### config.mk
export PLATFORM = sky130hd
export DESIGN_NAME = pt_linear_xlate
export DESIGN_NICKNAME = d
export VERILOG_FILES = /design/src/rtl/pt_xlate_pkg.sv /design/src/rtl/pt_va_split.sv /design/src/rtl/pt_pte_decode.sv /design/src/rtl/pt_linear_xlate.sv
export SDC_FILE = /design/constraint.sdc
export NUM_CORES = 1
export LEC_CHECK = 0
export ABC_AREA = 1
export ABC_CLOCK_PERIOD_IN_PS = 3600
export CORE_UTILIZATION = 40
export DETAILED_ROUTE_END_ITERATION = 6
export PLACE_DENSITY = 0.83
export SYNTH_ARGS = -nofsm -noshare
export SYNTH_HDL_FRONTEND = slang
export SYNTH_SLANG_ARGS = --single-unit
### constraint.sdc
create_clock -name clk -period 3.6 [get_ports clk]
set_input_delay 0.72 -clock clk [delete_from_list [all_inputs] [get_ports clk]]
set_output_delay 0.72 -clock clk [all_outputs]
set_load 0.005 [all_outputs]
### src/rtl/pt_xlate_pkg.sv
package pt_xlate_pkg;
    typedef enum logic [1:0] {
        ST_IDLE  = 2'd0,
        ST_ISSUE = 2'd1,
        ST_WAIT  = 2'd2,
        ST_DONE  = 2'd3
    } xlate_state_e;

    localparam int PTE_W       = 32;
    localparam int PTE_BYTES   = 4;
    localparam int PTE_SHIFT   = $clog2(PTE_BYTES);
    localparam int PTE_VLD_BIT = 31;
endpackage

### src/rtl/pt_va_split.sv
module pt_va_split #(
    parameter int VA_W   = 6,
    parameter int OFF_W  = 4,
    parameter int MEM_AW = 16,
    localparam int VPN_W = VA_W - OFF_W
) (
    input  logic [VA_W-1:0]   vaddr,
    input  logic [MEM_AW-1:0] base,
    output logic [VPN_W-1:0]  vpn,
    output logic [OFF_W-1:0]  off,
    output logic [MEM_AW-1:0] pte_addr
);
    import pt_xlate_pkg::*;

    always_comb begin
        vpn      = vaddr[VA_W-1:OFF_W];
        off      = vaddr[OFF_W-1:0];
        pte_addr = base + (MEM_AW'(vpn) << PTE_SHIFT);
    end
endmodule

### src/rtl/pt_pte_decode.sv
module pt_pte_decode #(
    parameter int PFN_W = 3
) (
    input  logic [pt_xlate_pkg::PTE_W-1:0] pte,
    output logic                           present,
    output logic [PFN_W-1:0]               pfn
);
    import pt_xlate_pkg::*;

    logic unused_mid;

    always_comb begin
        present    = pte[PTE_VLD_BIT];
        pfn        = pte[PFN_W-1:0];
        unused_mid = ^pte[PTE_VLD_BIT-1:PFN_W];
    end
endmodule

### src/rtl/pt_linear_xlate.sv
module pt_linear_xlate #(
    parameter int VA_W       = 6,
    parameter int PA_W       = 7,
    parameter int PAGE_BYTES = 16,
    parameter int MEM_AW     = 16,
    localparam int OFF_W     = $clog2(PAGE_BYTES),
    localparam int VPN_W     = VA_W - OFF_W,
    localparam int PFN_W     = PA_W - OFF_W
) (
    input  logic              clk,
    input  logic              rst_n,
    input  logic [MEM_AW-1:0] pt_base,
    input  logic              req_valid,
    output logic              req_ready,
    input  logic [VA_W-1:0]   req_vaddr,
    output logic              mem_rd_valid,
    input  logic              mem_rd_ready,
    output logic [MEM_AW-1:0] mem_rd_addr,
    input  logic              mem_rsp_valid,
    input  logic [31:0]       mem_rsp_data,
    output logic              rsp_valid,
    input  logic              rsp_ready,
    output logic              rsp_fault,
    output logic [PA_W-1:0]   rsp_paddr,
    output logic [VPN_W-1:0]  rsp_vpn
);
    import pt_xlate_pkg::*;

    xlate_state_e state_q, state_d;

    logic [VPN_W-1:0]  s_vpn;
    logic [OFF_W-1:0]  s_off;
    logic [MEM_AW-1:0] s_pte_addr;
    logic              d_present;
    logic [PFN_W-1:0]  d_pfn;

    logic [VPN_W-1:0]  vpn_q;
    logic [OFF_W-1:0]  off_q;
    logic [MEM_AW-1:0] pte_addr_q;
    logic [PA_W-1:0]   paddr_q;
    logic              fault_q;

    logic accept, rd_fire, rsp_take, data_in;

    pt_va_split #(.VA_W(VA_W), .OFF_W(OFF_W), .MEM_AW(MEM_AW)) u_split (
        .vaddr    (req_vaddr),
        .base     (pt_base),
        .vpn      (s_vpn),
        .off      (s_off),
        .pte_addr (s_pte_addr)
    );

    pt_pte_decode #(.PFN_W(PFN_W)) u_decode (
        .pte     (mem_rsp_data),
        .present (d_present),
        .pfn     (d_pfn)
    );

    assign accept   = (state_q == ST_IDLE)  && req_valid;
    assign rd_fire  = (state_q == ST_ISSUE) && mem_rd_ready;
    assign data_in  = (state_q == ST_WAIT)  && mem_rsp_valid;
    assign rsp_take = (state_q == ST_DONE)  && rsp_ready;

    // State register
    always_ff @(posedge clk) begin
        if (!rst_n) state_q <= ST_IDLE;
        else        state_q <= state_d;
    end

    // Transitions
    always_comb begin
        state_d = state_q;
        unique case (state_q)
            ST_IDLE:  if (req_valid)     state_d = ST_ISSUE;
            ST_ISSUE: if (mem_rd_ready)  state_d = ST_WAIT;
            ST_WAIT:  if (mem_rsp_valid) state_d = ST_DONE;
            ST_DONE:  if (rsp_ready)     state_d = ST_IDLE;
            default:                     state_d = ST_IDLE;
        endcase
    end

    // Outputs
    always_comb begin
        req_ready    = 1'b0;
        mem_rd_valid = 1'b0;
        rsp_valid    = 1'b0;
        unique case (state_q)
            ST_IDLE:  req_ready    = 1'b1;
            ST_ISSUE: mem_rd_valid = 1'b1;
            ST_WAIT:  ;
            ST_DONE:  rsp_valid    = 1'b1;
            default:  ;
        endcase
        mem_rd_addr = pte_addr_q;
        rsp_fault   = fault_q;
        rsp_paddr   = paddr_q;
        rsp_vpn     = vpn_q;
    end

    // Datapath capture
    always_ff @(posedge clk) begin
        if (!rst_n) begin
            vpn_q      <= '0;
            off_q      <= '0;
            pte_addr_q <= '0;
            paddr_q    <= '0;
            fault_q    <= 1'b0;
        end else begin
            if (accept) begin
                vpn_q      <= s_vpn;
                off_q      <= s_off;
                pte_addr_q <= s_pte_addr;
            end
            if (data_in) begin
                fault_q <= !d_present;
                paddr_q <= d_present ? {d_pfn, off_q} : '0;
            end
        end
    end

    logic unused_evt;
    assign unused_evt = rd_fire ^ rsp_take;
endmodule

### Word level (Yosys, flattened, before mapping)

Index checks and enable logic that the tools add are counted.

* latch bits: 0
* memories kept: 0
* ROM bits: 0
* output and inout bits: 29
* memory bits (writable): 0
* input bits: 60
* bits in registers: 32

* $add $sub $neg: 1
* equality and inequality tests: 7
* bitwise gates (word level): 0
* $mul: 0
* shift-type cells: 0
* mux-type cells: 9
* reductions and logical operators: 5
* order comparisons: 0
* divide/modulo/power cells: 0

Operator list (number)
* $add 16x4->16: 1
* $mux 2: 4
* $ne 2x2->1 const B: 4
* $pmux 2 s4: 1
* $mux 7: 1
* $eq 2x2->1 const B: 2
* $reduce_and 4->1: 1
* $mux 1: 3
* $eq 2x1->1 const B: 1
* $logic_and 1x1->1: 2
* $logic_not 2->1: 1
* $logic_not 1->1: 1

### Longest topological paths before layout

Gate-level depths: netlist of the first run.

* word-level depth: 3
* depth in mapped cells: 9
* gate-level depth less buffers: 9

### By module

A second synthesis of the first run with hierarchy kept.

* cells, all modules: 228
* area total of the unflattened synthesis: 1684.1 um2

By module, submodules not included
* pt_linear_xlate: instances 1, cells each 153, area an instance 1244.9 um2
* pt_va_split: instances 1, cells each 71, area an instance 409.1 um2
* pt_pte_decode: instances 1, cells each 4, area an instance 30.0 um2

### Worst setup path before layout of the first run

Ideal clock, no wire load.

* path kind: input to register
* start point: in pt_base[2]
* end point: reg pte_addr_q[8], in the netlist mem_rd_addr[8]
* buffers on the path: 0
* stages on the path: 7
* data arrival time: 1.803 ns
* path slack: 1.682 ns
* data required time: 3.485 ns
* setup time: 0.115 ns
* cell sequence: ha_1 fa_1 nand3_2 nor2_2 xor2_1 o21ai_0 inv_1

* longest elaborated chain between the ends: 1

RTL lines
* start: declaration: RTL line pt_linear_xlate.sv:12 `input logic [MEM_AW-1:0] pt_base,`
* $add 16x4->16: RTL line pt_va_split.sv:18 `pte_addr = base + (MEM_AW'(vpn) << PTE_SHIFT);`
* end signal: assignment: RTL line pt_linear_xlate.sv:112 `pte_addr_q <= s_pte_addr;`
* end: declaration: RTL line pt_linear_xlate.sv:39 `logic [MEM_AW-1:0] pte_addr_q;`

Every way passes these cells.
A chain may end at the register's enable or synchronous reset.

### Worst setup path after layout of the first run

* start point: in req_valid
* end point: reg pte_addr_q[7], in the netlist mem_rd_addr[7]

* longest elaborated chain between the ends: 1

RTL lines
* start: declaration: RTL line pt_linear_xlate.sv:13 `input logic req_valid,`
* $logic_and 1x1->1: RTL line pt_linear_xlate.sv:59 `assign accept = (state_q == ST_IDLE) && req_valid;`

Every way passes these cells.

==> results by group, run 1 <==
Timing
  • Part of the cycle the worst path needs: 0.664
  • Setup-failing EPs final: 0
  • Slew Limit Headroom: 0.628
  • Fmax: 418 MHz
  • Hold_ws: 0.470 ns
  • RSZ-0062 raised after global routing: no
  • Fin. Hold Viols: 0
  • Clock Skews: 0.00813 ns
  • Setup_tns: 0 ns
  • Slew @ Worst Pin: 0.557 ns
  • Final Critical Period: 2.39 ns
  • Slew Viols, Final: 0

Pwr
  • Peak supply drop: 0.257 mV
  • Leak Pwr: 1.03 nW
  • Final Power: 1.32 mW
  • PwrDens: 565 nW/um^2

Yosys
  • Ys Warns: 0
  • Yosys cell types: 26
  • Async set-reset flop share out of synthesis: 0
  • EDFF count, synth: 0
  • Largest cells by area after synthesis: dfxtp_1, nor2_1, nand2_1
  • Most frequent cell after synthesis: nor2_1
  • Mean post-synth cell area: 7.10 sq um
  • Post-synthesis instance total: 223
  • Synth area leader: dfxtp_1
  • Synth Register Bits: 32
  • Mapped Nets: 290
  • Synthesized area: 1580 sq um
  • Post-synth top area share: 0.404
  • Most used DFF post-synth: dfxtp_1
  • Register area share after synthesis: 0.404
  • Post-synth top cells: nor2_1, nand2_1, dfxtp_1, inv_1, o21ai_0

Floorplanning
  • Cell row count: 22
  • Chip height: 64.9 um
  • IO Count: 89
  • Initial Utilization: 0.426
  • Core area: 3720 sq um
  • Die W: 64.9 um
  • Die Footprint: 4220 sq um

Clocking
  • Clock root buffer: clkbuf_8
  • Total CTS buffers: 5
  • CTS tree: done
  • Clock sinks: 32
  • Clk slew on worst S/H paths: 0.07 ns
  • Clock latency on the worst-skew pair: 0.29 ns
  • Number of H-tree levels: 2
  • Post-CTS setup repair buffer count: 0
  • Post-CTS sizing: 0
  • CTS Hold Buffers Added: 0
  • CTS Buffer Depth: 2

Layout
  • Fraction of layout instances using a drive strength above 1: 0.0559
  • Multi-input logic area: 802 sq um
  • FF+latch area: 641 sq um
  • Finished Cell Area: 2330 sq um
  • Antenna diodes: 0
  • Filler Cells Inserted: 344
  • Area Growth Syn to Fin: 47.2%
  • Layout Utilization: 0.627
  • # nets final: 352

Critical path
  • Worst r2r path cells: 8
  • Worst Path Arrival: 2.57 ns
  • Worst r2r src: state_q[1]
  • Flop-to-flop setup slack: 1.42 ns
  • Crit-path max FO: 19
  • Crit path launch type: input port
  • Reg-to-Reg End: mem_rd_addr[7]
  • Required @ worst endpoint: 3.78 ns
  • Worst Setup SP: req_valid
  • CP endpoint kind: register
  • CP Class: in2reg

Detailed routing
  • Initial DRT Pass Iterations: 4
  • Starting DRT DRC Count: 53
  • Routed vias: 1585
  • Remaining antenna violation count after routing: 0
  • Remaining DRCs: 0
  • Routed WL per cell: 11.2 um
  • Drt total wl: 3.73 mm
  • Routed vias/inst: 4.75

Min path
  • Hold EP: rsp_paddr[5]
  • Hold path depth: 2
  • Hold path start: rsp_paddr[5]
  • Worst Hold Class: reg2reg

GRT
  • Grt ovf: 0
  • Vias in the first global route: 1468
  • First-pass GRT wire length: 6.27 mm
  • Pin count of the biggest net entering global routing: 20
  • Initial antenna violation count: 0
  • GRT Overall Usage: 0.193

Placed design
  • Count of input and output buffers: 60
  • RePlAce Congestion: 0.772
  • Cell Area, Placed: 2220 sq um
  • HPWL after DPL: 2.79 mm

Run status
  • Outcome: completed

Job
  • Max cap viols: 0
## registers in the layout, summed over array words and instances, names as in the netlist
register / flops
mem_rd_addr: 16
off_q: 4
rsp_fault: 1
rsp_paddr: 7
rsp_vpn: 2
state_q: 2
## placed cells by master, fill, tap and decap left out, drive strengths merged, types with 2 or more instances in the layout
cell / instances
xor2: 2
nand3: 16
inv: 29
nor3: 3
clkdlybuf4s50: 60
a21oi: 5
xnor2: 2
nand4: 5
ha: 6
clkbuf: 5
nand2: 36
o21ai: 18
nor2: 54
a22oi: 6
dfxtp: 32
## where the power goes
part / internal (mW) / total [mW] / switching (mW)
Sequential: 0.436 / 0.480 / 0.0437
Clock: 0.205 / 0.344 / 0.140
Combinational: 0.250 / 0.492 / 0.243
## critical path: stages
cell             delay, ns
clkdlybuf4s50_1       0.47
nand2_1               0.27
inv_1                 0.54
buf_4                 0.30
nand2_1               0.07
o21ai_1               0.14
inv_1                 0.05
## how the worst max path moves through the flow
stage,end,slack (ns),depth (start not counted)
6_report,mem_rd_addr[7],1.21,7
5_1_grt,mem_rd_addr[13],1.07,8
4_1_cts,mem_rd_addr[8],1.23,8
3_5_place_dp,mem_rd_addr[7],0.93,7
3_3_place_gp,mem_rd_addr[7],0.96,7
2_1_floorplan,mem_rd_addr[8],1.68,7
## metal layers
layer | vias up | global-route usage | wire length, um
met5 | - | 0 | 0
met4 | 0 | 0.0667 | 39
met1 | 708 | 0.221 | 1750
met2 | 44 | 0.345 | 1750
li1 | 828 | - | -
met3 | 5 | 0.0475 | 191
## cell families (layout without fill, tap and decap cells)
kind of cell             Yosys count  in the layout  share of synthesized area
AND/OR/NAND/NOR                  115            115                      0.318
buffers and inverters             35             98                     0.0893
flip-flops                        32             32                      0.404
AO/OA/AOI/OAI                     30             30                      0.106
adder cells (fa/ha/maj)            7              7                     0.0600
XOR/XNOR                           4              4                     0.0221
## metrics by stage
stage | cells | setup WS (ns)
after floorplan | 223 | 1.68
after global placement | 326 | 0.962
after detailed placement | 326 | 0.933
after CTS | 334 | 1.23
after global routing | 334 | 1.07
final | 334 | 1.21
## cell type report
type                            instances  area share
Clock buffer                            5      0.0295
Clock inverter                          3      0.0183
Inverter                               29      0.0467
Multi-Input combinational cell        156       0.344
Sequential cell                        32       0.275
Tap cell                               48      0.0258
Timing Repair Buffer                   61       0.261
Note: power is estimated with default switching activity, not from simulation.
==> run 2: changes to the inputs <==
--- a/config.mk
+++ b/config.mk
@@ -6,10 +6,10 @@
 export NUM_CORES = 1
 export LEC_CHECK = 0
 export ABC_AREA = 1
-export ABC_CLOCK_PERIOD_IN_PS = 3600
-export CORE_UTILIZATION = 40
+export ABC_CLOCK_PERIOD_IN_PS = 2400
+export CORE_UTILIZATION = 38
 export DETAILED_ROUTE_END_ITERATION = 6
-export PLACE_DENSITY = 0.83
+export PLACE_DENSITY = 0.8
 export SYNTH_ARGS = -nofsm -noshare
 export SYNTH_HDL_FRONTEND = slang
 export SYNTH_SLANG_ARGS = --single-unit
==> constraint.sdc (replaced) <==
create_clock -name clk -period 2.4 [get_ports clk]
set_input_delay 0.48 -clock clk [delete_from_list [all_inputs] [get_ports clk]]
set_output_delay 0.48 -clock clk [all_outputs]
set_load 0.005 [all_outputs]
==> run 2 against run 1 <==
Net effect: clock power grew 67%; non-clock buffer count is 3 higher; routed wire length increased by 2.0%; flip-flop and latch count unchanged; critical endpoint is now req_ready; first-iteration DRC count grew 42%; design area up 1.7%; sequential share of layout area down 0.46 points; largest power group unchanged; via count is 2.2% higher; critical path depth decreased by 4.
==> results by group, run 2 (synthesis gave the netlist of run 1 again) <==
Clocking
  • Total CTS buffers: 5 (unchanged)
  • Clk slew on worst S/H paths: 0.07 ns (about the same)
  • Number of H-tree levels: 2 (unchanged)
  • Clock root buffer: clkbuf_8
  • CTS Buffer Depth: 2 (unchanged)
  • Post-CTS sizing: 0 (unchanged)
  • Clock sinks: 32 (unchanged)
  • CTS Hold Buffers Added: 0 (unchanged)
  • Post-CTS setup repair buffer count: 0 (unchanged)
  • CTS tree: done
  • Clock latency on the worst-skew pair: 0.29 ns (about the same)

Placed design
  • HPWL after DPL: 2.87 mm (+2.8%)
  • Cell Area, Placed: 2240 sq um (+1.1%)
  • RePlAce Congestion: 0.813 (+5.3%)
  • Dpl ws: 0.181 ns (-0.752 ns)
  • Count of input and output buffers: 60 (unchanged)

Timing
  • Setup_tns: 0 ns (unchanged)
  • Slew Limit Headroom: 0.664 (+0.0357)
  • Setup-failing EPs final: 0 (unchanged)
  • Fmax: 513 MHz
  • RSZ-0062 raised after global routing: no
  • Clock Skews: 0.00494 ns (-0.00318 ns)
  • Part of the cycle the worst path needs: 0.812
  • Slew @ Worst Pin: 0.504 ns (-0.0535 ns)
  • Slew Viols, Final: 0 (unchanged)
  • Final WS setup: 0.451 ns (-0.758 ns)
  • Fin. Hold Viols: 0 (unchanged)
  • Final Critical Period: 1.95 ns

Critical path
  • CP Class: reg2out
  • CP cell instances: inv_1 > ha_1 > clkdlybuf4s50_1
  • CP endpoint kind: primary output
  • Flop-to-flop setup slack: 0.69 ns (-0.73 ns)
  • Buf/Inv on CP: 2 (-2)
  • Crit path launch type: register
  • Worst Path Arrival: 1.47 ns (-1.10 ns)
  • Crit-path max cell delay: 0.54 ns (about the same)
  • Required @ worst endpoint: 1.92 ns (-1.86 ns)
  • Top Family by Delay on Critical Path: buffers and inverters
  • Crit-path max FO: 4 (-15)
  • Slowest CP cell: clkdlybuf4s50_1

Run status
  • Outcome: completed

Detailed routing
  • Routed vias/inst: 4.78 (+0.70%)
  • Routed WL per cell: 11.2 um (+0.51%)
  • Initial DRT Pass Iterations: 4 (unchanged)
  • Routed vias: 1620 (+2.2%)
  • Remaining DRCs: 0 (unchanged)
  • Drt total wl: 3.81 mm (+2.0%)
  • Starting DRT DRC Count: 75 (+42%)
  • Remaining antenna violation count after routing: 0 (unchanged)

Pwr
  • PwrDens: 866 nW/um^2 (+53%)
  • Leak Pwr: 1.06 nW (+2.4%)
  • Peak supply drop: 0.352 mV (+37%)

Min path
  • Worst Hold Class: reg2reg

Layout
  • Commonest non-fill, non-tap cell in the layout: clkdlybuf4s50_1
  • Most frequent cells in the layout: clkdlybuf4s50_1, nor2_1, nand2_1, dfxtp_1, inv_1
  • Layout Utilization: 0.593 (-0.0345)
  • # nets final: 355 (+0.85%)
  • Finished Cell Area: 2370 sq um (+1.7%)
  • Max FFs per register: 16 (unchanged)
  • Fraction of layout instances using a drive strength above 1: 0.0657 (+0.00980)
  • Antenna diodes: 0 (unchanged)
  • Area Growth Syn to Fin: 49.7%
  • Filler Cells Inserted: 380 (+10%)

GRT
  • Gr busiest metal: met2
  • Initial antenna violation count: 0 (unchanged)
  • Met1 track demand over resource: 0.214 (-0.00730)
  • First-pass GRT wire length: 6.20 mm (-0.99%)
  • Met2 Usage GRT: 0.319 (-0.0256)
  • Pin count of the biggest net entering global routing: 18 (-10%)
  • GRT met3 Usage: 0.0582 (+0.0107)
  • Grt ovf: 0 (unchanged)
  • Vias in the first global route: 1483 (+1.0%)
  • GRT Overall Usage: 0.187 (-0.00636)

Job
  • Max cap viols: 0 (unchanged)

Floorplanning
  • Chip height: 66.6 um (+2.5%)
  • IO Count: 89 (unchanged)
  • Cell row count: 23 (+4.5%)
  • Initial Utilization: 0.396 (-0.0303)
  • Die W: 66.6 um (+2.5%)
  • Core area: 4000 sq um (+7.6%)
  • Die Footprint: 4430 sq um (+5.1%)
[run 2: changes by cell type in the layout (fill, tap and decap cells not counted), sizes merged]
cell      previous run  this run
clkinvlp             1         0
clkinv               1         0
clkbuf               5         7
buf                  1         4
[run 2: layer usage]
metal,share of wire,wire length [um]
met5,0,0
met4,0.018,69
met3,0.049,188
met2,0.49,1880
met1,0.44,1670
[run 2: final timing paths]
check	from	to	cells after the start
max reg2reg	state_q[1]	mem_rd_addr[4]	7
min reg2reg	rsp_paddr[5]	rsp_paddr[5]	2
max	state_q[1]	req_ready	3
min	rsp_paddr[5]	rsp_paddr[5]	2
[run 2: worst reg2reg max path, cell delays in order, from the launching register on]
cell     delay, ns
dfxtp_1       0.33
inv_1         0.10
ha_1          0.22
nand2_1       0.10
inv_1         0.39
buf_4         0.28
o21ai_0       0.09
a21oi_1       0.14
[run 2: metrics by stage]
stage               total power, mW  hold WS (ns)  std cells
finish                         2.05         0.465        339
global route                   2.20         0.503        339
CTS                            2.08         0.468        339
detailed placement             1.50         0.457        331
global placement               1.47         0.451        331
floorplan                      1.12         0.456        223
[run 2: final cells by class]
class	instances	area, sq um	area share
multi-input combinational	156	802	0.338
sequential	32	641	0.270
timing repair buffer	64	631	0.266
inverter	29	109	0.0459
clock buffer	7	96.3	0.0406
tap	50	62.6	0.0264
clock inverter	1	30.0	0.0127
[run 2: power breakdown]
part           internal [mW]  switching [mW]  total, mW
Combinational          0.393           0.369      0.762
Clock                  0.366           0.208      0.574
Sequential             0.654          0.0639      0.718
==> run 3: changes to the inputs <==
--- a/config.mk
+++ b/config.mk
@@ -6,10 +6,10 @@
 export NUM_CORES = 1
 export LEC_CHECK = 0
 export ABC_AREA = 1
-export ABC_CLOCK_PERIOD_IN_PS = 2400
-export CORE_UTILIZATION = 38
+export ABC_CLOCK_PERIOD_IN_PS = 1700
+export CORE_UTILIZATION = 34
 export DETAILED_ROUTE_END_ITERATION = 6
-export PLACE_DENSITY = 0.8
+export PLACE_DENSITY = 0.75
 export SYNTH_ARGS = -nofsm -noshare
 export SYNTH_HDL_FRONTEND = slang
 export SYNTH_SLANG_ARGS = --single-unit
==> constraint.sdc (replaced) <==
create_clock -name clk -period 1.7 [get_ports clk]
set_input_delay 0.34 -clock clk [delete_from_list [all_inputs] [get_ports clk]]
set_output_delay 0.34 -clock clk [all_outputs]
set_load 0.005 [all_outputs]
==> run 3 against run 2 <==
Net effect: power increased by 42%; flip-flop and latch count stayed put; via count is 0.86% lower; die area is 11% higher; critical endpoint is now rsp_valid; largest power group unchanged.
==> results by group, run 3 (synthesis gave the netlist of run 1 again) <==
Run status
  • Outcome: completed

Detailed routing
  • Routed WL per cell: 10.6 um (-5.4%)
  • WL met1: 1.65 mm (-0.90%)
  • Routed vias/inst: 4.64 (-2.9%)
  • Remaining antenna violation count after routing: 0 (unchanged)
  • Remaining DRCs: 0 (unchanged)
  • WL met3: 204 um (+8.5%)
  • Routed vias: 1606 (-0.86%)
  • Metal2 WL: 1.76 mm (-6.4%)
  • DR top layer: met4
  • Starting DRT DRC Count: 55 (-27%)
  • Initial DRT Pass Iterations: 4 (unchanged)
  • Drt total wl: 3.68 mm (-3.4%)

Floorplanning
  • Die Footprint: 4940 sq um (+11%)
  • Die W: 70.3 um (+5.5%)
  • Initial Utilization: 0.359 (-0.0372)
  • Cell row count: 24 (+4.3%)
  • Chip height: 70.3 um (+5.5%)
  • IO Count: 89 (unchanged)
  • Core area: 4410 sq um (+10%)

Clocking
  • CTS Buffer Depth: 2 (unchanged)
  • Clock root buffer: clkbuf_8
  • CTS tree: done
  • CTS Hold Buffers Added: 0 (unchanged)
  • Clock latency on the worst-skew pair: 0.28 ns (about the same)
  • Number of H-tree levels: 2 (unchanged)
  • Clock sinks: 32 (unchanged)
  • Clk slew on worst S/H paths: 0.07 ns (about the same)
  • Total CTS buffers: 5 (unchanged)

Timing
  • Clock Skews: 0.00827 ns (+0.00333 ns)
  • Setup-failing EPs final: 0 (unchanged)
  • Part of the cycle the worst path needs: 0.970
  • Slew @ Worst Pin: 0.311 ns (-0.193 ns)
  • Slew Limit Headroom: 0.792 (+0.128)
  • Final Critical Period: 1.65 ns
  • Fin. Hold Viols: 0 (unchanged)
  • Hold_ws: 0.382 ns (-0.0827 ns)
  • RSZ-0062 raised after global routing: no
  • Slew Viols, Final: 0 (unchanged)
  • Fmax: 607 MHz

Min path
  • Hold EP: rsp_vpn[0]
  • Hold path start: req_vaddr[4]
  • Worst Hold Class: in2reg
  • Hold path depth: 3 (+1)

Layout
  • Commonest non-fill, non-tap cell in the layout: clkdlybuf4s50_1
  • Filler Cells Inserted: 407 (+7.1%)
  • Max FFs per register: 16 (unchanged)
  • Area Growth Syn to Fin: 55.1%
  • Most frequent cells in the layout: clkdlybuf4s50_1, nor2_1, nand2_1, dfxtp_1, inv_1
  • # nets final: 360 (+1.4%)
  • Antenna diodes: 0 (unchanged)
  • Fraction of layout instances using a drive strength above 1: 0.112 (+0.0465)

Critical path
  • CP cell instances: ha_1 > clkdlybuf4s50_1
  • Slowest CP cell: clkdlybuf4s50_1
  • Worst r2r path cells: 7 (unchanged)
  • Worst Path Arrival: 1.31 ns (-0.16 ns)
  • Flop-to-flop setup slack: 0.19 ns (-0.50 ns)
  • Required @ worst endpoint: 1.36 ns (-0.56 ns)
  • Reg-to-Reg End: rsp_paddr[5]
  • Top Family by Delay on Critical Path: buffers and inverters
  • Buf/Inv on CP: 1 (-1)
  • CP endpoint kind: primary output
  • Crit path launch type: register
  • Worst r2r src: state_q[0]
  • CP Class: reg2out
  • Crit-path max FO: 4 (unchanged)
  • Crit-path max cell delay: 0.50 ns (-0.04 ns)

GRT
  • GRT Overall Usage: 0.157 (-0.0300)
  • Initial antenna violation count: 0 (unchanged)
  • First-pass GRT wire length: 6.14 mm (-1.0%)
  • Pin count of the biggest net entering global routing: 28 (+10)
  • Grt ovf: 0 (unchanged)
  • Vias in the first global route: 1428 (-3.7%)

Placed design
  • Count of input and output buffers: 60 (unchanged)
  • HPWL after DPL: 2.67 mm (-6.9%)
  • RePlAce Congestion: 0.850 (+4.5%)

Pwr
  • Peak supply drop: 0.604 mV (+72%)
  • PwrDens: 1190 nW/um^2 (+37%)
  • Final Power: 2.92 mW (+42%)
  • Leak Pwr: 1.10 nW (+3.6%)

Job
  • Max cap viols: 0 (unchanged)
[run 3: how the worst max path moves through the flow]
stage | start | end | cells past startpoint
finish | state_q[0] | rsp_valid | 2
global route | state_q[0] | rsp_valid | 2
CTS | state_q[0] | rsp_valid | 2
detailed placement | req_vaddr[4] | mem_rd_addr[8] | 8
global placement | req_vaddr[4] | mem_rd_addr[8] | 8
floorplan | pt_base[2] | mem_rd_addr[8] | 7
[run 3: per-stage QoR]
stage          cell area, sq um  worst slack (ns)   util  cells  setup TNS [ns]
6_report                   2460            0.0515  0.556    346               0
2_1_floorplan              1580             0.162      -    223               0
3_3_place_gp               2270            -0.326  0.514    334           -1.92
5_1_grt                    2460           0.00346  0.556    346               0
4_1_cts                    2400            0.0245  0.543    342               0
3_5_place_dp               2270            -0.351  0.514    334           -2.28
[run 3: worst min-delay path: cells and delay by family]
kind	cells	cell delay (ns)
AO/OA/AOI/OAI	1	0.10
buffers and inverters	1	0.12
AND/OR/NAND/NOR	1	0.08
[run 3: power breakdown]
part / internal [mW] / leakage, nW / switching (mW)
sequential: 0.932 / 0.264 / 0.0928
clock: 0.433 / 0.0541 / 0.290
combinational: 0.620 / 0.777 / 0.550
[run 3: routing by layer]
| layer | track usage | up-vias |
|---|---|---|
| li1 | - | 846 |
| met1 | 0.183 | 712 |
| met2 | 0.261 | 43 |
| met3 | 0.0433 | 5 |
| met4 | 0.0778 | 0 |
| met5 | 0 | - |
[run 3: area by class of cell]
class                   instances  area [sq um]  share of cell area
multi-input cells             156           842               0.343
clock buffers                   5          68.8              0.0280
flip-flops and latches         32           646               0.263
inverters                      29           109              0.0443
clock inverters                 3          42.5              0.0173
well taps                      52          65.1              0.0265
repair buffers                 69           683               0.278
[run 3: repair_timing]
item | in CTS | in global routing
buffers inserted | 0 | 4
endpoints found under the setup margin | 4 | 6
pin swaps | 0 | 4
cloned | 0 | 0
resized for setup | 10 | 9
hold endpoints to repair | 0 | 0
